[src/rtl/dac_pkg.sv]
package dac_pkg;
  // strobes passed from the control path to the datapath
  typedef struct packed {
    logic shift;   // take one serial bit
    logic bitVal;  // the bit to take
    logic load;    // move input register to output register
    logic clr;     // hold output at zero scale
  } strobe_t;
endpackage

[src/rtl/dac_sync.sv]
module dac_sync #(
  parameter int WIDTH = 1,
  parameter int STAGES = 2,
  parameter logic [WIDTH-1:0] RESET_VAL = '0
) (
  input  logic             clk,
  input  logic             rstN,
  input  logic [WIDTH-1:0] din,
  output logic [WIDTH-1:0] dout
);
  logic [WIDTH-1:0] stage [STAGES];

  generate
    for (genvar s = 0; s < STAGES; s++) begin : g_stage
      always_ff @(posedge clk or negedge rstN) begin
        if (!rstN) stage[s] <= RESET_VAL;
        else if (s == 0) stage[s] <= din;
        else stage[s] <= stage[(s == 0) ? 0 : s-1];
      end
    end
  endgenerate

  assign dout = stage[STAGES-1];
endmodule

[src/rtl/dac_ctrl.sv]
module dac_ctrl
  import dac_pkg::*;
#(
  parameter int SYNC_STAGES = 2
) (
  input  logic    clk,
  input  logic    rstN,
  input  logic    serClk,
  input  logic    serData,
  input  logic    csN,
  input  logic    loadN,
  input  logic    clrN,
  output strobe_t strb
);
  localparam int NUM_IN = 5;
  // bit order: 0 serClk, 1 serData, 2 csN, 3 loadN, 4 clrN
  localparam logic [NUM_IN-1:0] IDLE_VAL = 5'b11101;

  logic [NUM_IN-1:0] rawIn;
  logic [NUM_IN-1:0] syncd;
  logic clkPrev;
  logic loadPrev;

  assign rawIn = {clrN, loadN, csN, serData, serClk};

  dac_sync #(
    .WIDTH(NUM_IN),
    .STAGES(SYNC_STAGES),
    .RESET_VAL(IDLE_VAL)
  ) i_sync (
    .clk(clk),
    .rstN(rstN),
    .din(rawIn),
    .dout(syncd)
  );

  always_ff @(posedge clk or negedge rstN) begin
    if (!rstN) begin
      clkPrev  <= 1'b1;
      loadPrev <= 1'b1;
    end else begin
      clkPrev  <= syncd[0];
      loadPrev <= syncd[3];
    end
  end

  always_comb begin
    strb.shift  = syncd[0] & ~clkPrev & ~syncd[2];
    strb.bitVal = syncd[1];
    strb.load   = syncd[3] & ~loadPrev & syncd[4];
    strb.clr    = ~syncd[4];
  end


  shift_single_chk: assert property (@(posedge clk) disable iff (!rstN)
    strb.shift |=> !strb.shift);


  load_single_chk: assert property (@(posedge clk) disable iff (!rstN)
    strb.load |=> !strb.load);
endmodule

[src/rtl/dac_datapath.sv]
module dac_datapath
  import dac_pkg::*;
#(
  parameter int CODE_W = 12
) (
  input  logic              clk,
  input  logic              rstN,
  input  strobe_t           strb,
  output logic [CODE_W-1:0] code,
  output logic              updated
);
  logic [CODE_W-1:0] shiftReg;
  logic [CODE_W-1:0] outReg;
  logic [CODE_W-1:0] nextOut;

  always_ff @(posedge clk or negedge rstN) begin
    if (!rstN) shiftReg <= '0;
    else if (strb.shift) shiftReg <= {shiftReg[CODE_W-2:0], strb.bitVal};
  end

  always_comb begin
    nextOut = outReg;
    if (strb.clr) nextOut = '0;
    else if (strb.load) nextOut = shiftReg;
  end

  always_ff @(posedge clk or negedge rstN) begin
    if (!rstN) begin
      outReg  <= '0;
      updated <= 1'b0;
    end else begin
      outReg  <= nextOut;
      updated <= (nextOut != outReg);
    end
  end

  assign code = outReg;


  clr_zero_chk: assert property (@(posedge clk) disable iff (!rstN)
    strb.clr |=> outReg == '0);


  hold_out_chk: assert property (@(posedge clk) disable iff (!rstN)
    (!strb.load && !strb.clr) |=> $stable(outReg));


  load_xfer_chk: assert property (@(posedge clk) disable iff (!rstN)
    strb.load |=> outReg == $past(shiftReg));


  upd_flag_chk: assert property (@(posedge clk) disable iff (!rstN)
    !$stable(outReg) |-> updated);
endmodule

[src/rtl/dac_frontend.sv]
module dac_frontend #(
  parameter int CODE_W = 12,
  parameter int MV_PER_LSB = 1,
  parameter int SYNC_STAGES = 2,
  localparam int MV_W = $clog2(((2 ** CODE_W) - 1) * MV_PER_LSB + 1)
) (
  input  logic              clk,
  input  logic              rstN,
  input  logic              serClk,
  input  logic              serData,
  input  logic              csN,
  input  logic              loadN,
  input  logic              clrN,
  output logic [CODE_W-1:0] code,
  output logic [MV_W-1:0]   millivolts,
  output logic              updated
);
  dac_pkg::strobe_t strb;

  dac_ctrl #(.SYNC_STAGES(SYNC_STAGES)) i_ctrl (
    .clk(clk),
    .rstN(rstN),
    .serClk(serClk),
    .serData(serData),
    .csN(csN),
    .loadN(loadN),
    .clrN(clrN),
    .strb(strb)
  );

  dac_datapath #(.CODE_W(CODE_W)) i_dp (
    .clk(clk),
    .rstN(rstN),
    .strb(strb),
    .code(code),
    .updated(updated)
  );

  assign millivolts = MV_W'(code * MV_PER_LSB);


  mv_track_chk: assert property (@(posedge clk) disable iff (!rstN)
    updated |-> millivolts == MV_W'(code * MV_PER_LSB));
endmodule

[config.mk]
export PLATFORM = sky130hd
export DESIGN_NAME = dac_frontend
export DESIGN_NICKNAME = d
export VERILOG_FILES = /design/src/rtl/dac_pkg.sv /design/src/rtl/dac_sync.sv /design/src/rtl/dac_ctrl.sv /design/src/rtl/dac_datapath.sv /design/src/rtl/dac_frontend.sv
export SDC_FILE = /design/constraint.sdc
export NUM_CORES = 1
export LEC_CHECK = 0
export BUFFER_PORTS_ARGS = -buffer_cell sky130_fd_sc_hd__buf_4
export CAP_MARGIN = 20
export CORE_ASPECT_RATIO = 2
export CORE_UTILIZATION = 45
export CTS_BUF_LIST = sky130_fd_sc_hd__clkbuf_2 sky130_fd_sc_hd__clkbuf_4 sky130_fd_sc_hd__clkbuf_8
export DETAILED_ROUTE_END_ITERATION = 10
export GPL_TIMING_DRIVEN = 0
export PLACE_DENSITY = 0.66
export REMOVE_ABC_BUFFERS = 1
export SLEW_MARGIN = 5
export SYNTH_ARGS = -nofsm -noshare
export SYNTH_HDL_FRONTEND = slang
export SYNTH_SLANG_ARGS = --single-unit
[constraint.sdc]
create_clock -name clk -period 2.6 [get_ports clk]
set_input_delay 0.13 -clock clk [delete_from_list [all_inputs] [get_ports clk]]
set_output_delay 0.13 -clock clk [all_outputs]
set_load 0.05 [all_outputs]
==> results of run 1 <==
## state kept, by name, summed over array words and instances (netlist names)
| signal | count |
|---|---|
| i_ctrl.i_sync.dout | 5 |
| i_dp.code | 12 |
| i_dp.updated | 1 |
| i_ctrl.i_sync.stage | 5 |
| i_dp.shiftReg | 12 |
| i_ctrl.loadPrev | 1 |
| i_ctrl.clkPrev | 1 |
## what timing repair did
item,in CTS,in global routing
buffers inserted,0,0
gates resized for setup,0,0
hold buffers,6,0
endpoints found under the hold margin,32,0
## worst paths after layout
kind	endpoint	slack (ns)	cells past startpoint
max	i_dp.shiftReg[6]$_DFFE_PN0P_	0.76	2
min	i_dp.shiftReg[2]$_DFFE_PN0P_	0.33	2
max reg2reg	i_dp.shiftReg[6]$_DFFE_PN0P_	0.76	2
min reg2reg	i_ctrl.i_sync.dout[1]$_DFF_PN0_	0.35	0
max in group asynchronous	i_ctrl.i_sync.dout[2]$_DFF_PN1_	1.93	2
min in group clk	i_ctrl.i_sync.dout[1]$_DFF_PN0_	0.35	0
## power breakdown
group	switching [mW]	total (mW)	internal, mW
logic	0.207	0.376	0.168
clock network	0.204	0.515	0.312
registers	0.0943	0.758	0.664
total	0.506	1.65	1.14
## logic make-up (layout without fill, tap and decap cells)
| kind of cell | count (synthesis) | after routing | synth area share (%) |
|---|---|---|---|
| buffers and inverters | 24 | 53 | 8.436 |
| AO/OA/AOI/OAI | 24 | 24 | 11.20 |
| flip-flops | 37 | 37 | 57.52 |
| multiplexers | 11 | 11 | 7.592 |
| AND/OR/NAND/NOR | 49 | 49 | 15.26 |
## cells in the final DEF (no fill, tap or decap), drive strengths merged
| cell | count |
|---|---|
| dfstp | 10 |
| buf | 31 |
| dfrtp | 27 |
| nor3 | 3 |
| o2111ai | 2 |
| a21boi | 12 |
| mux2 | 11 |
| nor4 | 2 |
| bufinv | 1 |
| o22ai | 2 |
| nor2b | 5 |
| nand2b | 8 |
| and2b | 2 |
| o21ai | 1 |
| o221ai | 1 |
| nor3b | 1 |
| clkinvlp | 1 |
| a22oi | 1 |
| nor2 | 2 |
| a21oi | 1 |
| o31ai | 1 |
| nand2 | 25 |
| clkbuf | 6 |
| a2111o | 2 |
| nand4bb | 1 |
| inv | 8 |
| dlygate4sd3 | 6 |
| a31oi | 1 |
## worst max-delay path, stage by stage (launching register included)
cell,delay [ns]
sky130_fd_sc_hd__dfstp_2,0.53
sky130_fd_sc_hd__nor3b_2,0.78
sky130_fd_sc_hd__mux2_2,0.42
## routing by layer
metal	part of all wire, %	vias to the layer above	global-route usage [%]	wire length, µm
li1	-	533	-	-
met1	41	528	21.98	1258
met2	51	34	29.14	1544
met3	3.7	11	4.357	113
met4	4.0	0	12.40	123
met5	0	-	0	0
## cell type report
type | instances | area [µm²]
inverters | 8 | 30.03
flip-flops and latches | 37 | 938.4
well taps | 48 | 60.06
repair buffers | 37 | 292.8
multi-input cells | 84 | 555.5
fillers | 293 | 1419
clock inverters | 2 | 37.54
clock buffers | 6 | 82.58
## metrics by stage
stage / cell area, µm² / cells
after floorplan: 1524 / 129
after global placement: 1817 / 208
after detailed placement: 1817 / 208
after CTS: 1997 / 222
after global routing: 1997 / 222
final: 1997 / 222
==> parameters.txt, run 1 <==
Parameter                              Value

Clock network
  Clock tree from TritonCTS ... yes
  Num Clock Sinks ... 37
  Buffers from clock root to sink, at most ... 2
  Number of H-tree branching levels ... 2
  Cell at the root of the clock tree ... sky130_fd_sc_hd__clkbuf_8
  Clock latency on the worst-skew pair ... 0.29 ns
  Clock-pin slew reported for the worst setup and hold paths after clock tree synthesis ... 0.07 ns
  TritonCTS buffer count ... 5

Die
  Horizontal extent of the die ... 44.58 µm
  Vertical die dimension ... 87.16 µm
  Die Footprint ... 3885 µm²
  Site Rows ... 30
  Effective utilization at floorplan ... 47.77%
  Io pins ... 32
  Placeable core region ... 3416 µm²

Setup path
  Arrival @ worst endpoint ... 2.02 ns
  Category of the most critical setup path ... reg -> reg
  Type of origin of the critical path ... register
  Startpoint of the most critical setup path ... i_ctrl.i_sync.dout[0]$_DFF_PN1_
  Reg2reg start ... i_ctrl.i_sync.dout[0]$_DFF_PN1_
  Critical path capture point type ... register
  Largest driver fanout on the critical path ... 13
  Critical Path RT ... 2.78 ns

Drt
  Iteration-0 DRC Markers ... 20
  Detailed-route via count ... 1106
  Remaining routing DRC violations ... 0
  Routed length per instance ... 13.69 µm
  Mean number of vias per cell ... 4.982
  TritonRoute pass-1 iters ... 4
  Total wire length after detailed routing ... 3039 µm
  Antenna Violating Nets Remaining ... 0

Logic synthesis
  Portion of synthesized cell area occupied by the leading cell type ... 41.41%
  Post-synth cell types ... 27
  Most repeated cell in the gate-level netlist after synthesis ... sky130_fd_sc_hd__dfrtp_1
  Top cells by area, synth ... sky130_fd_sc_hd__dfrtp_1 (41%), sky130_fd_sc_hd__dfstp_2 (16%), sky130_fd_sc_hd__mux2_2 (7.6%)
  Number of synthesized register bits ... 37
  Cell accounting for the most synthesized area ... sky130_fd_sc_hd__dfrtp_1
  Gate count after technology mapping ... 145
  Per-instance average area after synthesis ... 11.25 µm²
  Asr flop ratio synth ... 100.0%
  Netlist area before placement ... 1632 µm²
  Sequential fraction of the synthesis area ... 57.52%
  Warnings, synthesis ... 0
  Top cells by instance count after synthesis ... sky130_fd_sc_hd__dfrtp_1 (27), sky130_fd_sc_hd__nand2_1 (25), sky130_fd_sc_hd__buf_4 (12), sky130_fd_sc_hd__mux2_2 (11)
  Number of enable flip-flop cells after synthesis ... 0
  Primary flip-flop cell chosen by synthesis mapping ... sky130_fd_sc_hd__dfrtp_1

Timing
  Post-route clock skew ... 0.004941 ns
  RSZ-0062 raised after global routing ... false
  Final Hold Slack ... 0.3252 ns
  Highest achievable clock rate ... 0.5422 GHz
  Final worst-path cycle share ... 70.94%
  Final setup slack of the worst path ... 0.7557 ns
  Slew @ Worst Pin ... 1.040 ns
  Post-layout min period ... 1.844 ns
  Pins Over Slew Limit ... 0
  Fin Setup TNS ... 0 ns
  Final Hold Fails ... 0
  Number of setup violations in the final report ... 0
  Slew headroom ... 30.50%

Finish
  Share of post-route cells with drive strength above 1 ... 35.06%
  Fraction of the core area covered by cells at the end of the flow ... 58.46%
  Number of nets in the finished design ... 180
  Number of diodes ... 0
  Syn-to-layout area delta ... 22.39%

Placed design
  Routability cong. ... 0.7960
  Post-Place Setup Slack ... 0.7753 ns
  HPWL Detailed ... 2088 µm
  Number of buffers added on ports ... 31

GRT
  Vias in the first global route ... 1069
  GRT Resource Usage Total ... 18.61%
  Maximum number of pins on one net before global-route repair ... 38
  Gr ovfl total ... 0
  Initial antenna violation count ... 0
  First-pass GRT wire length ... 5140 µm

Flow run
  Total of max-cap violations ... 0

Min path
  Worst hold-check path type ... in -> async

Power
  Pwr Total ... 1.650 mW
  Max IR drop VDD ... 0.3936 mV
  Ratio of total power to cell area ... 826.1 nW/µm²
  Leak pwr ... 0.9029 nW

Status
  Outcome ... finished, final reports clean
Power figures use the tool's default switching activity.
==> run 2, diff against run 1 <==
clock period = 1.7 ns   (was 2.6 ns; I/O delays follow)
==> parameters.txt, run 2 (synthesis gave the netlist of run 1 again) <==
Parameter                              Value

Drt
  Mean number of vias per cell ... 4.951 (-0.63%)
  Routed length per instance ... 13.57 µm (-0.87%)
  Total wire length after detailed routing ... 3026 µm (-0.43%)
  Antenna Violating Nets Remaining ... 0 (unchanged)
  Detailed-route via count ... 1104 (-0.18%)
  Remaining routing DRC violations ... 0 (unchanged)
  Iteration-0 DRC Markers ... 20 (unchanged)
  TritonRoute pass-1 iters ... 4 (unchanged)

Flow run
  Total of max-cap violations ... 0 (unchanged)

Placed design
  HPWL Detailed ... 2088 µm (unchanged)
  Number of buffers added on ports ... 31 (unchanged)
  Routability cong. ... 0.7960 (unchanged)
  Post-Place Setup Slack ... -0.1247 ns (-0.9000 ns)
  Post-detailed-placement cell area ... 1817 µm² (unchanged)
  Count of placed standard cells including taps ... 208 (unchanged)

GRT
  Gr ovfl total ... 0 (unchanged)
  Maximum number of pins on one net before global-route repair ... 38 (unchanged)
  Initial antenna violation count ... 0 (unchanged)
  First-pass GRT wire length ... 5112 µm (-0.54%)
  Vias in the first global route ... 1052 (-1.6%)
  GRT Resource Usage Total ... 18.52% (-0.084 points)

Timing
  Slew @ Worst Pin ... 0.6050 ns (-0.4354 ns)
  Post-route clock skew ... 0.005148 ns (+0.0002077 ns)
  Slew headroom ... 59.48% (+29 points)
  Highest achievable clock rate ... 0.6862 GHz (+27%)
  Number of setup violations in the final report ... 0 (unchanged)
  Final setup slack of the worst path ... 0.2426 ns (-0.5131 ns)
  Final Hold Slack ... 0.2773 ns (-0.04795 ns)
  Pins Over Slew Limit ... 0 (unchanged)
  Post-layout min period ... 1.457 ns (-0.3869 ns)
  RSZ-0062 raised after global routing ... false
  Final Hold Fails ... 0 (unchanged)
  Final worst-path cycle share ... 85.73% (+15 points)
  Fin Setup TNS ... 0 ns (unchanged)

Die
  Placeable core region ... 3416 µm² (unchanged)
  Horizontal extent of the die ... 44.58 µm (unchanged)
  Effective utilization at floorplan ... 47.77% (unchanged)
  Io pins ... 32 (unchanged)
  Site Rows ... 30 (unchanged)
  Die Footprint ... 3885 µm² (unchanged)
  Vertical die dimension ... 87.16 µm (unchanged)

Power
  Ratio of total power to cell area ... 1250 nW/µm² (+51%)
  Internal power contribution ... 1.755 mW (+53%)
  Power share of the combinational group ... 22.9% (about the same)
  Switching part of the total power ... 30.70% (+0.052 points)
  Switching power of the nets ... 0.7774 mW (+54%)
  Share of power burned in the clock network ... 31.2% (about the same)
  Leak pwr ... 0.9153 nW (+1.4%)
  Max IR drop VDD ... 0.5969 mV (+52%)
  Share of total power in sequential cells ... 45.8% (-0.2 points)

Min path
  Worst hold-check path type ... in -> async

Finish
  Commonest cells after routing, fill and taps aside ... sky130_fd_sc_hd__buf_4 (31), sky130_fd_sc_hd__dfrtp_1 (27), sky130_fd_sc_hd__nand2_1 (25)
  Post-Layout Inst Area ... 2026 µm² (+1.4%)
  Number of nets in the finished design ... 181 (+0.56%)
  Number of diodes ... 0 (unchanged)
  Share of post-route cells with drive strength above 1 ... 36.00% (+0.94 points)
  Syn-to-layout area delta ... 24.16%
  Non-filler instance count after layout ... 223 (+0.45%)
  Sequential cell area ... 938.4 µm² (unchanged)
  Fill cell instance count of the final layout ... 289 (-1.4%)
  Area of combinational cells with multiple inputs ... 564.3 µm² (+1.6%)
  Most common library cell in the layout ignoring fill and taps ... sky130_fd_sc_hd__buf_4

Clock network
  Num Clock Sinks ... 37 (unchanged)
  Clock latency on the worst-skew pair ... 0.30 ns (about the same)
  Buffers from clock root to sink, at most ... 2 (unchanged)
  Clock tree from TritonCTS ... yes
  Cell at the root of the clock tree ... sky130_fd_sc_hd__clkbuf_8
  Clock-pin slew reported for the worst setup and hold paths after clock tree synthesis ... 0.07 ns (about the same)
  Number of H-tree branching levels ... 2 (unchanged)
  TritonCTS buffer count ... 5 (unchanged)

Status
  Outcome ... finished, final reports clean

Setup path
  Critical Path RT ... 1.91 ns (-0.87 ns)
  Category of the most critical setup path ... reg -> reg
  Ordered list of cells on the worst path ... nor2b_2 > nor3_1 > a31oi_1
  Arrival @ worst endpoint ... 1.67 ns (-0.35 ns)
  Largest incremental delay on the critical path ... 0.55 ns (-0.23 ns)
  Largest driver fanout on the critical path ... 13 (unchanged)
  Slowest cell on the critical path ... sky130_fd_sc_hd__dfstp_2
  Cell depth of the worst flop-to-flop path ... 3 (+1)
  Critical path capture point type ... register
  Type of origin of the critical path ... register
[run 2: metal layers]
layer	vias to the layer above	routed length [µm]	GRT usage, %
met3	11	120	4.357
met4	0	136	12.40
met5	-	0	0
met2	33	1543	28.88
met1	526	1226	21.98
li1	534	-	-
[run 2: path summary, 6_finish.rpt]
kind	from	to	slack, ns
max in group asynchronous	rstN	i_ctrl.i_sync.stage[7]$_DFF_PN1_	1.08
min in group clk	i_ctrl.i_sync.stage[6]$_DFF_PN0_	i_ctrl.i_sync.dout[1]$_DFF_PN0_	0.35
worst max-delay path	i_ctrl.i_sync.dout[3]$_DFF_PN1_	i_dp.updated$_DFF_PN0_	0.24
worst min register to register	i_ctrl.i_sync.stage[6]$_DFF_PN0_	i_ctrl.i_sync.dout[1]$_DFF_PN0_	0.35
worst min-delay path	rstN	i_dp.shiftReg[0]$_DFFE_PN0P_	0.28
worst max register to register	i_ctrl.i_sync.dout[3]$_DFF_PN1_	i_dp.updated$_DFF_PN0_	0.24
[run 2: worst max-delay path, delay by kind of cell (launching register included)]
family          cells  cell delay, ns
compound gates      1            0.16
flops               1            0.55
simple gates        2            0.66
[run 2: cell type report]
cell class                 count  area share [%]
inverter                       8           1.482
sequential                    37           46.32
timing repair buffer          38           15.44
multi-input combinational     84           27.86
clock buffer                   6           4.077
tap                           48           2.965
clock inverter                 2           1.853
[run 2: per-stage QoR]
step	utilization (%)	total power, mW
floorplan	-	1.556
global placement	53.19	1.731
detailed placement	53.19	1.745
CTS	58.72	2.554
global route	59.30	2.657
finish	59.30	2.532
[run 2: power groups by stage]
stage	registers (mW)	clock network, mW	logic, mW
2_1_floorplan	1.30	0	0.261
3_3_place_gp	1.17	0	0.560
3_5_place_dp	1.18	0	0.568
4_1_cts	1.16	0.810	0.582
5_1_grt	1.19	0.842	0.624
6_report	1.16	0.791	0.580
[run 2: repair_timing]
action                                 in CTS  in global routing
setup buffers                               0                  1
hold buffers                                6                  0
gates resized for setup                     2                  0
endpoints found under the hold margin      32                  0
setup endpoints to repair                  21                  5
==> run 3, diff against run 2 <==
PLACE_DENSITY = not set   (was 0.66)
PLACE_DENSITY_LB_ADDON = 0.1   (was not set)
==> parameters.txt, run 3 (synthesis gave the netlist of run 1 again) <==
Parameter                              Value

Status
  Outcome ... finished, final reports clean

GRT
  Initial antenna violation count ... 0 (unchanged)
  Maximum number of pins on one net before global-route repair ... 38 (unchanged)
  Gr ovfl total ... 0 (unchanged)
  Vias in the first global route ... 1134 (+7.8%)
  First-pass GRT wire length ... 5133 µm (+0.41%)
  GRT Resource Usage Total ... 18.16% (-0.37 points)

Power
  Leak pwr ... 0.9153 nW (unchanged)
  Ratio of total power to cell area ... 1249 nW/µm² (about the same)
  Max IR drop VDD ... 1.142 mV (+91%)

Timing
  Post-layout min period ... 1.420 ns (-0.03762 ns)
  Final setup slack of the worst path ... 0.2802 ns (+0.03762 ns)
  RSZ-0062 raised after global routing ... false
  Highest achievable clock rate ... 0.7043 GHz (+2.6%)
  Final Hold Fails ... 0 (unchanged)
  Number of setup violations in the final report ... 0 (unchanged)
  Final worst-path cycle share ... 83.52% (-2.2 points)
  Slew headroom ... 63.59% (+4.1 points)
  Post-route clock skew ... 0.004554 ns (-0.0005949 ns)
  Final Hold Slack ... 0.2910 ns (+0.01369 ns)
  Slew @ Worst Pin ... 0.5437 ns (-0.06134 ns)
  Pins Over Slew Limit ... 0 (unchanged)

Die
  Horizontal extent of the die ... 44.58 µm (unchanged)
  Die Footprint ... 3885 µm² (unchanged)
  Site Rows ... 30 (unchanged)
  Placeable core region ... 3416 µm² (unchanged)
  Io pins ... 32 (unchanged)
  Effective utilization at floorplan ... 47.77% (unchanged)
  Vertical die dimension ... 87.16 µm (unchanged)

Drt
  Met1 routed wirelength after detailed routing ... 1220 µm (-0.49%)
  Remaining routing DRC violations ... 0 (unchanged)
  Antenna Violating Nets Remaining ... 0 (unchanged)
  Total wire length after detailed routing ... 3143 µm (+3.9%)
  Met2 wire len ... 1740 µm (+13%)
  Met3 WL post-DR ... 115 µm (-4.2%)
  Routed length per instance ... 14.09 µm (+3.9%)
  Iteration-0 DRC Markers ... 5 (-75%)
  TritonRoute pass-1 iters ... 4 (unchanged)
  Mean number of vias per cell ... 5.031 (+1.6%)
  Uppermost layer routed ... met4
  Detailed-route via count ... 1122 (+1.6%)

Setup path
  Critical Path RT ... 1.87 ns (-0.04 ns)
  Arrival @ worst endpoint ... 1.59 ns (-0.08 ns)
  Largest incremental delay on the critical path ... 0.43 ns (-0.12 ns)
  Largest driver fanout on the critical path ... 5 (-8)
  Ordered list of cells on the worst path ... nor2b_1 > a2111o_1 > o31ai_1 > a31oi_1
  Slowest cell on the critical path ... sky130_fd_sc_hd__dfrtp_1
  Critical path capture point type ... register
  Category of the most critical setup path ... reg -> reg
  Type of origin of the critical path ... register
  Reg2reg setup slack ... 0.28 ns (+0.04 ns)

Finish
  Number of nets in the finished design ... 181 (unchanged)
  Number of diodes ... 0 (unchanged)
  Syn-to-layout area delta ... 24.16% (unchanged)
  Non-filler instance count after layout ... 223 (unchanged)
  Commonest cells after routing, fill and taps aside ... sky130_fd_sc_hd__buf_4 (31), sky130_fd_sc_hd__dfrtp_1 (27), sky130_fd_sc_hd__nand2_1 (25)
  Most common library cell in the layout ignoring fill and taps ... sky130_fd_sc_hd__buf_4
  Share of post-route cells with drive strength above 1 ... 36.00% (unchanged)

Clock network
  Clock-pin slew reported for the worst setup and hold paths after clock tree synthesis ... 0.07 ns (about the same)
  Clock tree from TritonCTS ... yes
  Cell at the root of the clock tree ... sky130_fd_sc_hd__clkbuf_8
  Buffers from clock root to sink, at most ... 2 (unchanged)
  TritonCTS buffer count ... 5 (unchanged)
  Num Clock Sinks ... 37 (unchanged)
  Number of H-tree branching levels ... 2 (unchanged)
  Clock latency on the worst-skew pair ... 0.29 ns (about the same)

Flow run
  Total of max-cap violations ... 0 (unchanged)

Placed design
  Number of buffers added on ports ... 31 (unchanged)
  Count of placed standard cells including taps ... 208 (unchanged)
  HPWL Detailed ... 2229 µm (+6.8%)
  Routability cong. ... 0.8501 (+6.8%)
  Post-Place Setup Slack ... -0.1437 ns (-0.01894 ns)

Min path
  Worst hold-check path type ... in -> async
run 3: cell counts in the layout (fill, tap and decap cells not counted):
No cell type changed its count.
run 3: stage by stage:
step	area (µm²)	util, %	TNS, ns	total power, mW
after floorplan	1524	-	-0.2404	1.556
after global placement	1817	53.19	-1.237	1.738
after detailed placement	1817	53.19	-1.679	1.758
after CTS	2006	58.72	0	2.563
after global routing	2026	59.30	0	2.657
final	2026	59.30	0	2.530
run 3: final timing paths:
path	startpoint	endpoint	cells past startpoint
min in group clk	i_ctrl.i_sync.stage[5]$_DFF_PN1_	i_ctrl.i_sync.dout[0]$_DFF_PN1_	0
worst max register to register	i_dp.shiftReg[2]$_DFFE_PN0P_	i_dp.updated$_DFF_PN0_	4
max in group asynchronous	rstN	i_ctrl.i_sync.dout[2]$_DFF_PN1_	2
worst min-delay path	rstN	i_dp.updated$_DFF_PN0_	2
worst max-delay path	i_dp.shiftReg[2]$_DFFE_PN0P_	i_dp.updated$_DFF_PN0_	4
worst min register to register	i_ctrl.i_sync.stage[5]$_DFF_PN1_	i_ctrl.i_sync.dout[0]$_DFF_PN1_	0
run 3: area by class of cell:
type                            instances  area (µm²)
Clock buffer                            6       82.58
Multi-Input combinational cell         84       564.3
Timing Repair Buffer                   38       312.8
Sequential cell                        37       938.4
Clock inverter                          2       37.54
Fill cell                             296        1390
Tap cell                               48       60.06
Inverter                                8       30.03
run 3: power by group:
part | internal [mW] | switching [mW] | leakage [nW]
registers | 1.02 | 0.152 | 0.466
clock network | 0.477 | 0.304 | 0.0574
logic | 0.262 | 0.319 | 0.392
run 3: timing repair:
| action | 4_1_cts | 5_1_grt |
|---|---|---|
| pin swaps | 0 | 0 |
| hold buffers | 6 | 0 |
| endpoints found under the setup margin | 25 | 2 |
| buffers inserted | 0 | 1 |
| endpoints found under the hold margin | 32 | 0 |
| resized for setup | 2 | 0 |
run 3: routing by layer:
| metal | global-route usage (%) | up-vias |
|---|---|---|
| li1 | - | 533 |
| met1 | 19.67 | 548 |
| met2 | 31.82 | 34 |
| met3 | 3.734 | 7 |
| met4 | 9.366 | 0 |
| met5 | 0 | - |
run 3: critical path, delay by kind of cell, from the launching register on:
kind / cells / cell delay [ns]
AO/OA/AOI/OAI: 3 / 0.72
flip-flops: 1 / 0.43
AND/OR/NAND/NOR: 1 / 0.15
